<file path="config.mk">
export PLATFORM = sky130hd
export DESIGN_NAME = ild_len_decoder
export DESIGN_NICKNAME = d
export VERILOG_FILES = /design/src/rtl/ild_pkg.sv /design/src/rtl/ild_prefix_class.sv /design/src/rtl/ild_opcode_table.sv /design/src/rtl/ild_addr_form.sv /design/src/rtl/ild_len_decoder.sv
export SDC_FILE = /design/constraint.sdc
export NUM_CORES = 1
export LEC_CHECK = 0
export BUFFER_PORTS_ARGS = -buffer_cell sky130_fd_sc_hd__buf_2
export CORE_AREA = 2 2 81 83
export CTS_CLUSTER_SIZE = 8
export DETAILED_ROUTE_END_ITERATION = 10
export DIE_AREA = 0 0 83 85
export GPL_TIMING_DRIVEN = 0
export PLACE_DENSITY = 0.9
export SLEW_MARGIN = 20
export SYNTH_ARGS = -nofsm -noshare
export SYNTH_HDL_FRONTEND = slang
export SYNTH_SLANG_ARGS = --single-unit
</file>
<file path="constraint.sdc">
create_clock -name clk -period 4.64 [get_ports clk]
set_clock_uncertainty 0.05 [all_clocks]
set_input_delay 0.464 -clock clk [delete_from_list [all_inputs] [get_ports clk]]
set_output_delay 0.464 -clock clk [all_outputs]
set_load 0.1 [all_outputs]
</file>
<file path="src/rtl/ild_pkg.sv">
package ild_pkg;
  typedef enum logic [2:0] {
    ST_PFX, ST_OP2, ST_MODRM, ST_SIB, ST_DISP, ST_IMM
  } ild_state_e;

  typedef enum logic [1:0] {
    IMM_NONE, IMM_BYTE, IMM_FULL
  } imm_kind_e;
endpackage

</file>
<file path="src/rtl/ild_prefix_class.sv">
module ild_prefix_class (
  input  logic [7:0] byte_i,
  output logic       is_pfx_o,
  output logic       is_opsz_o,
  output logic       is_adsz_o
);
  always_comb begin
    is_opsz_o = (byte_i == 8'h66);
    is_adsz_o = (byte_i == 8'h67);
    is_pfx_o  = is_opsz_o || is_adsz_o ||
                (byte_i inside {8'h26, 8'h2E, 8'h36, 8'h3E, 8'h64, 8'h65,
                                8'hF0, 8'hF2, 8'hF3});
  end
endmodule

</file>
<file path="src/rtl/ild_opcode_table.sv">
module ild_opcode_table
  import ild_pkg::*;
(
  input  logic [7:0] op_i,
  input  logic       escaped_i,
  output logic       has_modrm_o,
  output imm_kind_e  imm_kind_o
);
  always_comb begin
    has_modrm_o = 1'b0;
    imm_kind_o  = IMM_NONE;
    if (escaped_i) begin
      if (op_i[7:4] == 4'h8) imm_kind_o = IMM_FULL;
      else                   has_modrm_o = 1'b1;
    end else if (op_i[7:6] == 2'b00) begin
      case (op_i[2:0])
        3'd0, 3'd1, 3'd2, 3'd3: has_modrm_o = 1'b1;
        3'd4:                   imm_kind_o  = IMM_BYTE;
        3'd5:                   imm_kind_o  = IMM_FULL;
        default:                imm_kind_o  = IMM_NONE;
      endcase
    end else if (op_i inside {8'h80, 8'h83, 8'hC6}) begin
      has_modrm_o = 1'b1;
      imm_kind_o  = IMM_BYTE;
    end else if (op_i inside {8'h81, 8'hC7}) begin
      has_modrm_o = 1'b1;
      imm_kind_o  = IMM_FULL;
    end else if (op_i inside {[8'h84:8'h8F]}) begin
      has_modrm_o = 1'b1;
    end else if (op_i inside {[8'hB0:8'hB7], 8'hEB}) begin
      imm_kind_o = IMM_BYTE;
    end else if (op_i inside {[8'hB8:8'hBF], 8'hE8, 8'hE9}) begin
      imm_kind_o = IMM_FULL;
    end
  end
endmodule

</file>
<file path="src/rtl/ild_addr_form.sv">
module ild_addr_form #(
  parameter int FULL_DISP = 4,
  parameter int HALF_DISP = 2
) (
  input  logic [7:0] modrm_i,
  input  logic       adsz_i,
  output logic       has_sib_o,
  output logic [2:0] disp_len_o
);
  logic [1:0] mode;
  logic [2:0] rm;
  always_comb begin
    mode = modrm_i[7:6];
    rm   = modrm_i[2:0];
    has_sib_o = (mode != 2'd3) && (rm == 3'd4);
    if (mode == 2'd1)
      disp_len_o = 3'd1;
    else if (mode == 2'd2 || (mode == 2'd0 && rm == 3'd5))
      disp_len_o = adsz_i ? 3'(HALF_DISP) : 3'(FULL_DISP);
    else
      disp_len_o = 3'd0;
  end
endmodule

</file>
<file path="src/rtl/ild_len_decoder.sv">
module ild_len_decoder
  import ild_pkg::*;
#(
  parameter int MAX_LEN   = 15,
  parameter int FULL_IMM  = 4,
  parameter int HALF_IMM  = 2,
  parameter int FULL_DISP = 4,
  parameter int HALF_DISP = 2,
  parameter int LW        = $clog2(MAX_LEN + 1)
) (
  input  logic          clk,
  input  logic          rst_n,
  input  logic          in_valid,
  output logic          in_ready,
  input  logic [7:0]    in_byte,
  output logic          done_o,
  output logic          fault_o,
  output logic [LW-1:0] len_o,
  output logic [LW-1:0] op_off_o,
  output logic [LW-1:0] modrm_off_o,
  output logic [LW-1:0] sib_off_o,
  output logic [LW-1:0] disp_off_o,
  output logic [LW-1:0] imm_off_o,
  output logic          has_modrm_o,
  output logic          has_sib_o,
  output logic [2:0]    disp_len_o,
  output logic [2:0]    imm_len_o
);
  localparam logic [LW-1:0] LIMIT = LW'(MAX_LEN);

  ild_state_e  st_q, st_d;
  logic [LW-1:0] cnt_q, cnt_d, op_off_q, op_off_d, mo_off_q, mo_off_d;
  logic [LW-1:0] sib_off_q, sib_off_d, dsp_off_q, dsp_off_d, imm_off_q, imm_off_d;
  logic        opsz_q, opsz_d, adsz_q, adsz_d;
  logic        hm_q, hm_d, hs_q, hs_d;
  logic [2:0]  dl_q, dl_d, il_q, il_d, rem_q, rem_d;
  logic        ready_q, acc, fin, flt;
  logic        go_op, go_addr, go_imm;

  logic        is_pfx, is_opsz, is_adsz, tbl_modrm, af_sib;
  imm_kind_e   tbl_imm;
  logic [2:0]  af_disp;

  ild_prefix_class u_pfx (
    .byte_i(in_byte), .is_pfx_o(is_pfx), .is_opsz_o(is_opsz), .is_adsz_o(is_adsz)
  );
  ild_opcode_table u_tbl (
    .op_i(in_byte), .escaped_i(st_q == ST_OP2),
    .has_modrm_o(tbl_modrm), .imm_kind_o(tbl_imm)
  );
  ild_addr_form #(.FULL_DISP(FULL_DISP), .HALF_DISP(HALF_DISP)) u_af (
    .modrm_i(in_byte), .adsz_i(adsz_q), .has_sib_o(af_sib), .disp_len_o(af_disp)
  );

  assign in_ready = ready_q;
  assign acc      = in_valid && ready_q;

  always_comb begin
    st_d = st_q;  cnt_d = cnt_q;  op_off_d = op_off_q;  mo_off_d = mo_off_q;
    sib_off_d = sib_off_q;  dsp_off_d = dsp_off_q;  imm_off_d = imm_off_q;
    opsz_d = opsz_q;  adsz_d = adsz_q;  hm_d = hm_q;  hs_d = hs_q;
    dl_d = dl_q;  il_d = il_q;  rem_d = rem_q;
    fin = 1'b0;  flt = 1'b0;  go_op = 1'b0;  go_addr = 1'b0;  go_imm = 1'b0;
    if (acc) begin
      if (cnt_q == LIMIT) begin
        flt = 1'b1;
      end else begin
        cnt_d = cnt_q + LW'(1);
        case (st_q)
          ST_PFX: begin
            if (is_pfx) begin
              opsz_d = opsz_q | is_opsz;
              adsz_d = adsz_q | is_adsz;
            end else begin
              op_off_d = cnt_q;
              if (in_byte == 8'h0F) st_d = ST_OP2;
              else                  go_op = 1'b1;
            end
          end
          ST_OP2:   go_op = 1'b1;
          ST_MODRM: begin
            mo_off_d = cnt_q;
            hs_d     = af_sib;
            dl_d     = af_disp;
            if (af_sib) st_d = ST_SIB;
            else        go_addr = 1'b1;
          end
          ST_SIB: begin
            sib_off_d = cnt_q;
            go_addr   = 1'b1;
          end
          ST_DISP: begin
            if (rem_q == 3'd1) go_imm = 1'b1;
            else               rem_d = rem_q - 3'd1;
          end
          ST_IMM: begin
            if (rem_q == 3'd1) fin = 1'b1;
            else               rem_d = rem_q - 3'd1;
          end
          default: st_d = ST_PFX;
        endcase
        if (go_op) begin
          hm_d = tbl_modrm;
          case (tbl_imm)
            IMM_BYTE: il_d = 3'd1;
            IMM_FULL: il_d = opsz_q ? 3'(HALF_IMM) : 3'(FULL_IMM);
            default:  il_d = 3'd0;
          endcase
          if (tbl_modrm) st_d = ST_MODRM;
          else           go_imm = 1'b1;
        end
        if (go_addr) begin
          if (dl_d != 3'd0) begin
            st_d = ST_DISP;  dsp_off_d = cnt_q + LW'(1);  rem_d = dl_d;
          end else begin
            go_imm = 1'b1;
          end
        end
        if (go_imm) begin
          if (il_d != 3'd0) begin
            st_d = ST_IMM;  imm_off_d = cnt_q + LW'(1);  rem_d = il_d;
          end else begin
            fin = 1'b1;
          end
        end
      end
    end
  end

  always_ff @(posedge clk or negedge rst_n) begin
    if (!rst_n) begin
      ready_q <= 1'b0;  st_q <= ST_PFX;  cnt_q <= '0;
      op_off_q <= '0;  mo_off_q <= '0;  sib_off_q <= '0;  dsp_off_q <= '0;  imm_off_q <= '0;
      opsz_q <= 1'b0;  adsz_q <= 1'b0;  hm_q <= 1'b0;  hs_q <= 1'b0;
      dl_q <= '0;  il_q <= '0;  rem_q <= '0;
      done_o <= 1'b0;  fault_o <= 1'b0;  len_o <= '0;  op_off_o <= '0;
      modrm_off_o <= '0;  sib_off_o <= '0;  disp_off_o <= '0;  imm_off_o <= '0;
      has_modrm_o <= 1'b0;  has_sib_o <= 1'b0;  disp_len_o <= '0;  imm_len_o <= '0;
    end else begin
      ready_q <= 1'b1;
      done_o  <= fin;
      fault_o <= flt;
      if (fin) begin
        len_o <= cnt_d;  op_off_o <= op_off_d;  modrm_off_o <= mo_off_d;
        sib_off_o <= sib_off_d;  disp_off_o <= dsp_off_d;  imm_off_o <= imm_off_d;
        has_modrm_o <= hm_d;  has_sib_o <= hs_d;  disp_len_o <= dl_d;  imm_len_o <= il_d;
      end
      if (fin || flt) begin
        st_q <= ST_PFX;  cnt_q <= '0;
        op_off_q <= '0;  mo_off_q <= '0;  sib_off_q <= '0;  dsp_off_q <= '0;  imm_off_q <= '0;
        opsz_q <= 1'b0;  adsz_q <= 1'b0;  hm_q <= 1'b0;  hs_q <= 1'b0;
        dl_q <= '0;  il_q <= '0;  rem_q <= '0;
      end else begin
        st_q <= st_d;  cnt_q <= cnt_d;
        op_off_q <= op_off_d;  mo_off_q <= mo_off_d;  sib_off_q <= sib_off_d;
        dsp_off_q <= dsp_off_d;  imm_off_q <= imm_off_d;
        opsz_q <= opsz_d;  adsz_q <= adsz_d;  hm_q <= hm_d;  hs_q <= hs_d;
        dl_q <= dl_d;  il_q <= il_d;  rem_q <= rem_d;
      end
    end
  end

  // ready is up on every cycle after the first clock edge out of reset
  assert_ready_after_reset_R1: assert property (@(posedge clk) disable iff (!rst_n)
    $past(rst_n) |-> in_ready);

  // a cycle that consumes no byte leaves the byte count unchanged
  assert_idle_holds_count_R1: assert property (@(posedge clk) disable iff (!rst_n)
    !acc |=> $stable(cnt_q));

  // completion and fault are never reported together
  assert_done_fault_excl_R8: assert property (@(posedge clk) disable iff (!rst_n)
    !(done_o && fault_o));

  // a reported length always extends past the opcode offset
  assert_len_covers_opcode_R8: assert property (@(posedge clk) disable iff (!rst_n)
    done_o |-> (len_o > op_off_o));

  // a scale-index byte comes right after an addressing byte
  assert_sib_follows_modrm_R5: assert property (@(posedge clk) disable iff (!rst_n)
    (done_o && has_sib_o) |-> (has_modrm_o && sib_off_o == modrm_off_o + LW'(1)));

  // a fault only follows a byte consumed with the limit already reached
  assert_fault_at_limit_R9: assert property (@(posedge clk) disable iff (!rst_n)
    fault_o |-> ($past(cnt_q) == LIMIT && $past(acc)));

  // every completion or fault leaves the walker expecting a fresh instruction
  assert_fresh_after_end_R10: assert property (@(posedge clk) disable iff (!rst_n)
    (done_o || fault_o) |-> (cnt_q == '0 && st_q == ST_PFX && !opsz_q && !adsz_q));
endmodule

</file>
; Yosys cells after proc, flatten, opt, wreduce, memory -nomap -nowiden
; Cells that the tools add are included.
; Widths: inputs -> output; s select.
[totals]
regBits = 75
latchBits = 0
ramBits = 0
mem_bits_ro = 0
out_inout_bits = 35
memories = 0
[op_classes]
add_sub_neg = 2
multipliers = 0
n_div = 0
order_cmp = 6
n_eq_ne = 39
shifts = 0
n_mux = 123
bitwise = 2
reduce_logical = 28
[ops]
columns = op, n
row1 = $mux 3, 37
row2 = $mux 4, 26
row3 = $eq 8x8->1 const B, 11
row4 = $mux 1, 47
row5 = $eq 8x6->1 const B, 4
row6 = $eq 8x7->1 const B, 4
row7 = $ge 8x8->1 const B, 3
row8 = $le 8x8->1 const B, 3
row9 = $mux 2, 8
row10 = $eq 3x2->1 const B, 4
row11 = $eq 3x3->1 const B, 4
row12 = $reduce_bool 3->1, 4
row13 = $reduce_bool 2->1, 5
row14 = $eq 3x1->1 const B, 3
row15 = $pmux 3 s3, 1
row16 = $reduce_bool 9->1, 1
row17 = $eq 4x4->1 const B, 2
row18 = $eq 8x4->1 const B, 1
row19 = $reduce_or 4->1, 2
row20 = $logic_and 1x1->1, 6
row21 = $logic_not 3->1, 2
row22 = $pmux 3 s2, 1
row23 = $add 4x1->4 const B, 1
row24 = $eq 2x1->1 const B, 2
row25 = 12 further kinds, 18

; Depth between registers and ports, before layout
[depth]
word_depth = 23
depth_mapped = 11
ltp_nobuf = 9

; Modules after synthesis
; A second synthesis with hierarchy kept.
[unflattened]
cells_unflattened = 405
area_unflattened_um2 = 4125.2
[by_module_without_submodules]
columns = mod, instances, cells_each, area_each_um2, seq_area_each_um2
row1 = ild_len_decoder, 1, 351, 3738.6, 1876.8
row2 = ild_opcode_table, 1, 32, 237.7, 0.0
row3 = ild_prefix_class, 1, 14, 88.8, 0.0
row4 = ild_addr_form, 1, 8, 60.1, 0.0

; Least setup slack after synthesis
; Ideal clock, no wire load.
[synth_timing]
path_type = input to register
from = input port in_byte[5]
to = register imm_off_o[2]
setup_ns = 0.126
arrival_ns = 2.874
t_required_ns = 4.464
slack_ns = 1.590
stages = 10
path_buffers = 2
cell_sequence = buf_2 -> nor4b_4 -> nand2_1 -> nor4_1 -> o31ai_1 -> a222oi_1 -> nand2b_1 -> buf_4 -> mux2_2 -> mux2_4
[synth_between]
elab_chain_len = 20
[synth_rtl]
columns = item, line_no
row1 = from (decl), ild_len_decoder.sv:15  ; input logic [7:0] in_byte,
row2 = $ge 8x8->1 / $le 8x8->1 (equally long branches), ild_opcode_table.sv:32  ; end else if (op_i inside {[8'hB8:8'hBF], 8'hE8, 8'hE9}) begin
row3 = $logic_and 1x1->1, ild_opcode_table.sv:32
row4 = $reduce_bool 3->1, ild_opcode_table.sv:32
row5 = $mux 2, ild_opcode_table.sv:32
row6 = $mux 2, ild_opcode_table.sv:30  ; end else if (op_i inside {[8'hB0:8'hB7], 8'hEB}) begin
row7 = $mux 2, ild_opcode_table.sv:28  ; end else if (op_i inside {[8'h84:8'h8F]}) begin
row8 = $mux 2, ild_opcode_table.sv:25  ; end else if (op_i inside {8'h81, 8'hC7}) begin
row9 = $mux 2, ild_opcode_table.sv:22  ; end else if (op_i inside {8'h80, 8'h83, 8'hC6}) begin
row10 = (+4 left out), --
row11 = $mux 3, ild_len_decoder.sv:102  ; if (go_op) begin
row12 = $mux 3, ild_len_decoder.sv:65  ; if (cnt_q == LIMIT) begin
row13 = $mux 3, ild_len_decoder.sv:64  ; if (acc) begin
row14 = $reduce_bool 3->1, ild_len_decoder.sv:120  ; if (il_d != 3'd0) begin
row15 = $mux 4 / $mux 1 (equally long branches), ild_len_decoder.sv:120
row16 = $mux 4 / $mux 1 (equally long branches), ild_len_decoder.sv:119  ; if (go_imm) begin
row17 = $mux 4 / $mux 1 (equally long branches), ild_len_decoder.sv:65
row18 = $mux 4 / $mux 1 (equally long branches), ild_len_decoder.sv:64
row19 = to (signal assigned), ild_len_decoder.sv:145  ; sib_off_o <= sib_off_d; disp_off_o <= dsp_off_d; imm_off_o <= imm_off_d;
row20 = to (decl), ild_len_decoder.sv:23  ; output logic [LW-1:0] imm_off_o,
; Parallel ways exist; a longest one is shown, timed or not. The select of a mux whose other input is x is not followed.
; A chain may end at the register's enable or synchronous reset.

; Final worst setup path
[layout_timing]
from = register st_q[2]
to = register imm_off_o[3]
[layout_between]
elab_chain_len = 12
[layout_rtl]
columns = item, line_no
row1 = from (decl), ild_len_decoder.sv:31  ; ild_state_e st_q, st_d;
row2 = from (signal assigned), ild_len_decoder.sv:154  ; st_q <= st_d; cnt_q <= cnt_d;
row3 = "$eq 3x1->1, or another cell as far along", "ild_len_decoder.sv:48, ild_len_decoder.sv:69"
row4 = "$mux 2, or another cell as far along", ild_opcode_table.sv:12  ; if (escaped_i) begin
row5 = "$eq 2x2->1, or another cell as far along", ild_len_decoder.sv:104  ; case (tbl_imm)
row6 = "$pmux 3 s2, or another cell as far along", ild_len_decoder.sv:104
row7 = "$mux 3, or another cell as far along", ild_len_decoder.sv:102
row8 = $mux 3 / $mux 1 (equally long branches), "ild_len_decoder.sv:65, ild_len_decoder.sv:113"
row9 = $mux 3 / $mux 1 (equally long branches), "ild_len_decoder.sv:64, ild_len_decoder.sv:112"
row10 = $reduce_bool 3->1 / $mux 1 (equally long branches), "ild_len_decoder.sv:120, ild_len_decoder.sv:65"
row11 = "$mux 4, or another cell as far along", ild_len_decoder.sv:120
row12 = $mux 4 / $mux 1 (equally long branches), ild_len_decoder.sv:119
row13 = $mux 4 / $mux 1 (equally long branches), ild_len_decoder.sv:65
row14 = $mux 4 / $mux 1 (equally long branches), ild_len_decoder.sv:64
; Parallel ways exist; a longest one is shown, timed or not. The select of a mux whose other input is x is not followed.

==> impl_metrics.csv <==
group,metric,value,unit
timing,finalSetupViolCount,0,
timing,slew_viol_final,0,
detailed_routing,drc,0,
detailed_routing,viasPerCell,6.199,
logic_synthesis,yosys.area.top_type,"dfrtp_1",
setup_path,crit_chain,"clkbuf_1, or3_1, o311ai_1, o31ai_1, a222oi_1, nand2b_1, buf_4, mux2_2, mux2_4",
clocking,cts_root_buf,"clkbuf_8",
timing,tns,0,ns
global_route,grt_usage,0.2761,
cells_and_area,num_antenna_cells,0,
clocking,cts_tree,"built",
setup_path,start_kind,"flip-flop",
cells_and_area,area_growth,14.43,%
floorplanning,dieArea,7055,µm²
global_route,grt_pass1_vias,3050,
floorplanning,floorplan.rows,29,
clocking,path_clk_slew,0.08,ns
timing,whs,0.4463,ns
setup_path,path_delay_family,"compound AO/OA/AOI/OAI gates",
setup_path,cp_num_buf_inv,2,
setup_path,reg2reg_to,"imm_off_o[3]",
clocking,cts_buffers,9,
detailed_routing,wl,9.524,mm
setup_path,cp.arrival,3.49,ns
setup_path,reg2reg_slack,1.33,ns
setup_path,max_stage_delay,0.75,ns
setup_path,crit-reg2reg-launch,"st_q[2]",
logic_synthesis,yosysWarnings,0,
setup_path,end_kind,"flip-flop",
timing,fin_ws,1.328,ns
setup_path,critical_path.slowest_cell,"a222oi_1",
pwr,power.density,735.4,nW/µm²
outcome,status,"finished, final reports clean",
logic_synthesis,yosys-top-cells-count,"dfrtp_1 (75), o21ai_0 (62), nor2_1 (58), mux2i_1 (25), nand2_1 (24)",
logic_synthesis,syn_area,3832,µm²
global_route,grt_first_pass_wirelength,15.36,mm
logic_synthesis,synth-async-reset-ratio,1.000,
logic_synthesis,synth_seq_cells,75,
clocking,clk_latency,0.35,ns
worst_hold_path,hold_class,"input port to async pin",
logic_synthesis,syn_inst,401,
logic_synthesis,yosysMostFrequentCell,"dfrtp_1",
setup_path,setup.worst_path.class,"flip-flop to flip-flop",
floorplanning,start_util,0.6177,
global_route,grt_overflow,0,
logic_synthesis,syn-mean-instance-area,9.557,µm²
global_route,antenna_found_initial,0,
timing,finalHoldViolCount,0,
timing,layout_min_cycle_time,3.312,ns
setup_path,crit_required,4.82,ns
timing,post-route-period-util,0.7137,
floorplanning,fp.dieW,83,µm
job,cap_violations,0,
logic_synthesis,synth_fp_nets,415,
timing,tightest_slew,0.7516,ns
cells_and_area,drive_gt1_frac,0.1970,
global_route,grt_max_degree,63,
placed_design,place_congestion,0.9116,
timing,grt_setup_unrepaired,"false",
detailed_routing,ant_nets,0,
cells_and_area,stdcell_count,539,
setup_path,path_max_fanout,9,
pwr,p_total,0.003225,W
logic_synthesis,synth_ff_type,"dfrtp_1",
detailed_routing,num_vias,3341,
clocking,cts_max_path_buffers,2,
clocking,cts_sinks,75,
detailed_routing,drt-pass1-iter-count,5,
logic_synthesis,synth.distinct_cells,64,
floorplanning,coreArea,6205,µm²
pwr,p_leak,2.198,nW
clocking,htreeDepth,3,
detailed_routing,drt_iter0_drc,378,
timing,maxSlewHeadroom,0.4990,
floorplanning,fp.dieH,85,µm
logic_synthesis,synth_edf_count,0,
timing,fmax,0.3020,GHz
placed_design,dpl.hpwl,6.639,mm
logic_synthesis,synth_top_cell_area_share,0.4897,
cells_and_area,finalNetCount,471,
logic_synthesis,synth-seq-area-share,0.4897,
placed_design,numPortBuffers,43,
placed_design,pre_cts_slack,1.165,ns
setup_path,ff2ff_path_depth,9,
floorplanning,io_pins,46,
detailed_routing,wl_per_cell,17.67,µm
pwr,vdd.ir_drop.worst,0.6327,mV
logic_synthesis,ys_top_cells_by_area,"dfrtp_1 (49%), o21ai_0 (8.1%), mux2i_1 (6.5%)",
placed_design,dp_cells,522,
## flip-flops by register name, summed over array words and instances (netlist names), 4 cells and up
name,cells
len_o,4
modrm_off_o,4
dsp_off_q,4
sib_off_o,4
imm_off_q,4
sib_off_q,4
op_off_o,4
disp_off_o,4
cnt_q,4
op_off_q,4
mo_off_q,4
imm_off_o,4
## cells in the final DEF, fill, tap and decap left out, drive strengths merged, types with 3 or more instances in the layout
master  count
o32ai       3
o31ai       3
nand2      25
nor2       58
nor2b       3
or2         4
or3         4
inv        13
mux2        8
mux2i      25
a21oi      15
nand2b      7
nor3        6
and2        4
ha          3
nand3       8
o21ai      63
dfrtp      75
xnor2       3
a22oi       6
buf        56
clkbuf     25
## metal layers
layer	GRT usage	vias to the layer above	wire length, µm
met1	0.3828	1653	4157
met3	0.04864	18	624
met2	0.4384	143	4550
met5	0	-	0
met4	0.1103	0	191
li1	-	1527	-
## worst max-delay path by stage
stage	depth (start not counted)	to	from	slack, ns
2_1_floorplan	10	imm_off_o[2]	in_byte[5]	1.59
3_3_place_gp	10	imm_off_o[3]	in_byte[7]	1.19
3_5_place_dp	10	imm_off_o[3]	in_byte[7]	1.17
4_1_cts	9	imm_off_o[3]	st_q[2]	1.36
5_1_grt	9	op_off_o[1]	st_q[2]	1.07
6_report	9	imm_off_o[3]	st_q[2]	1.33
## cells by family after synthesis
family,count (synthesis),share of synthesized area
fa+ha+maj,3,0.009795
flops,75,0.4897
xor+xnor,4,0.009143
simple gates,133,0.1701
mux,33,0.09272
compound gates,114,0.1832
other cells,1,0.0009785
buf+inv,38,0.04440
## repair_timing
| item | in CTS | in global routing |
|---|---|---|
| hold buffers | 1 | 0 |
| resized for setup | 0 | 0 |
| hold endpoints to repair | 13 | 0 |
| buffers inserted | 0 | 0 |
## per-stage QoR
stage / util / cell area (µm²)
floorplan: - / 3832
global placement: 0.6679 / 4144
detailed placement: 0.6727 / 4174
CTS: 0.7068 / 4385
global route: 0.7068 / 4385
finish: 0.7068 / 4385
## final cells by class
cell class | instances | area, µm²
Buffer | 26 | 122.6
Clock buffer | 11 | 141.4
Clock inverter | 5 | 60.06
Fill cell | 461 | 1819
Inverter | 12 | 47.55
Multi-Input combinational cell | 288 | 1785
Sequential cell | 75 | 1877
Tap cell | 77 | 96.34
Timing Repair Buffer | 45 | 255.2
## report_power, final
group	switching [W]	internal [W]
Clock	0.000254	0.000265
Sequential	0.000123	0.000842
Combinational	0.00131	0.000430
Total	0.00169	0.00154
No activity file was read; power rests on OpenSTA's default activity.
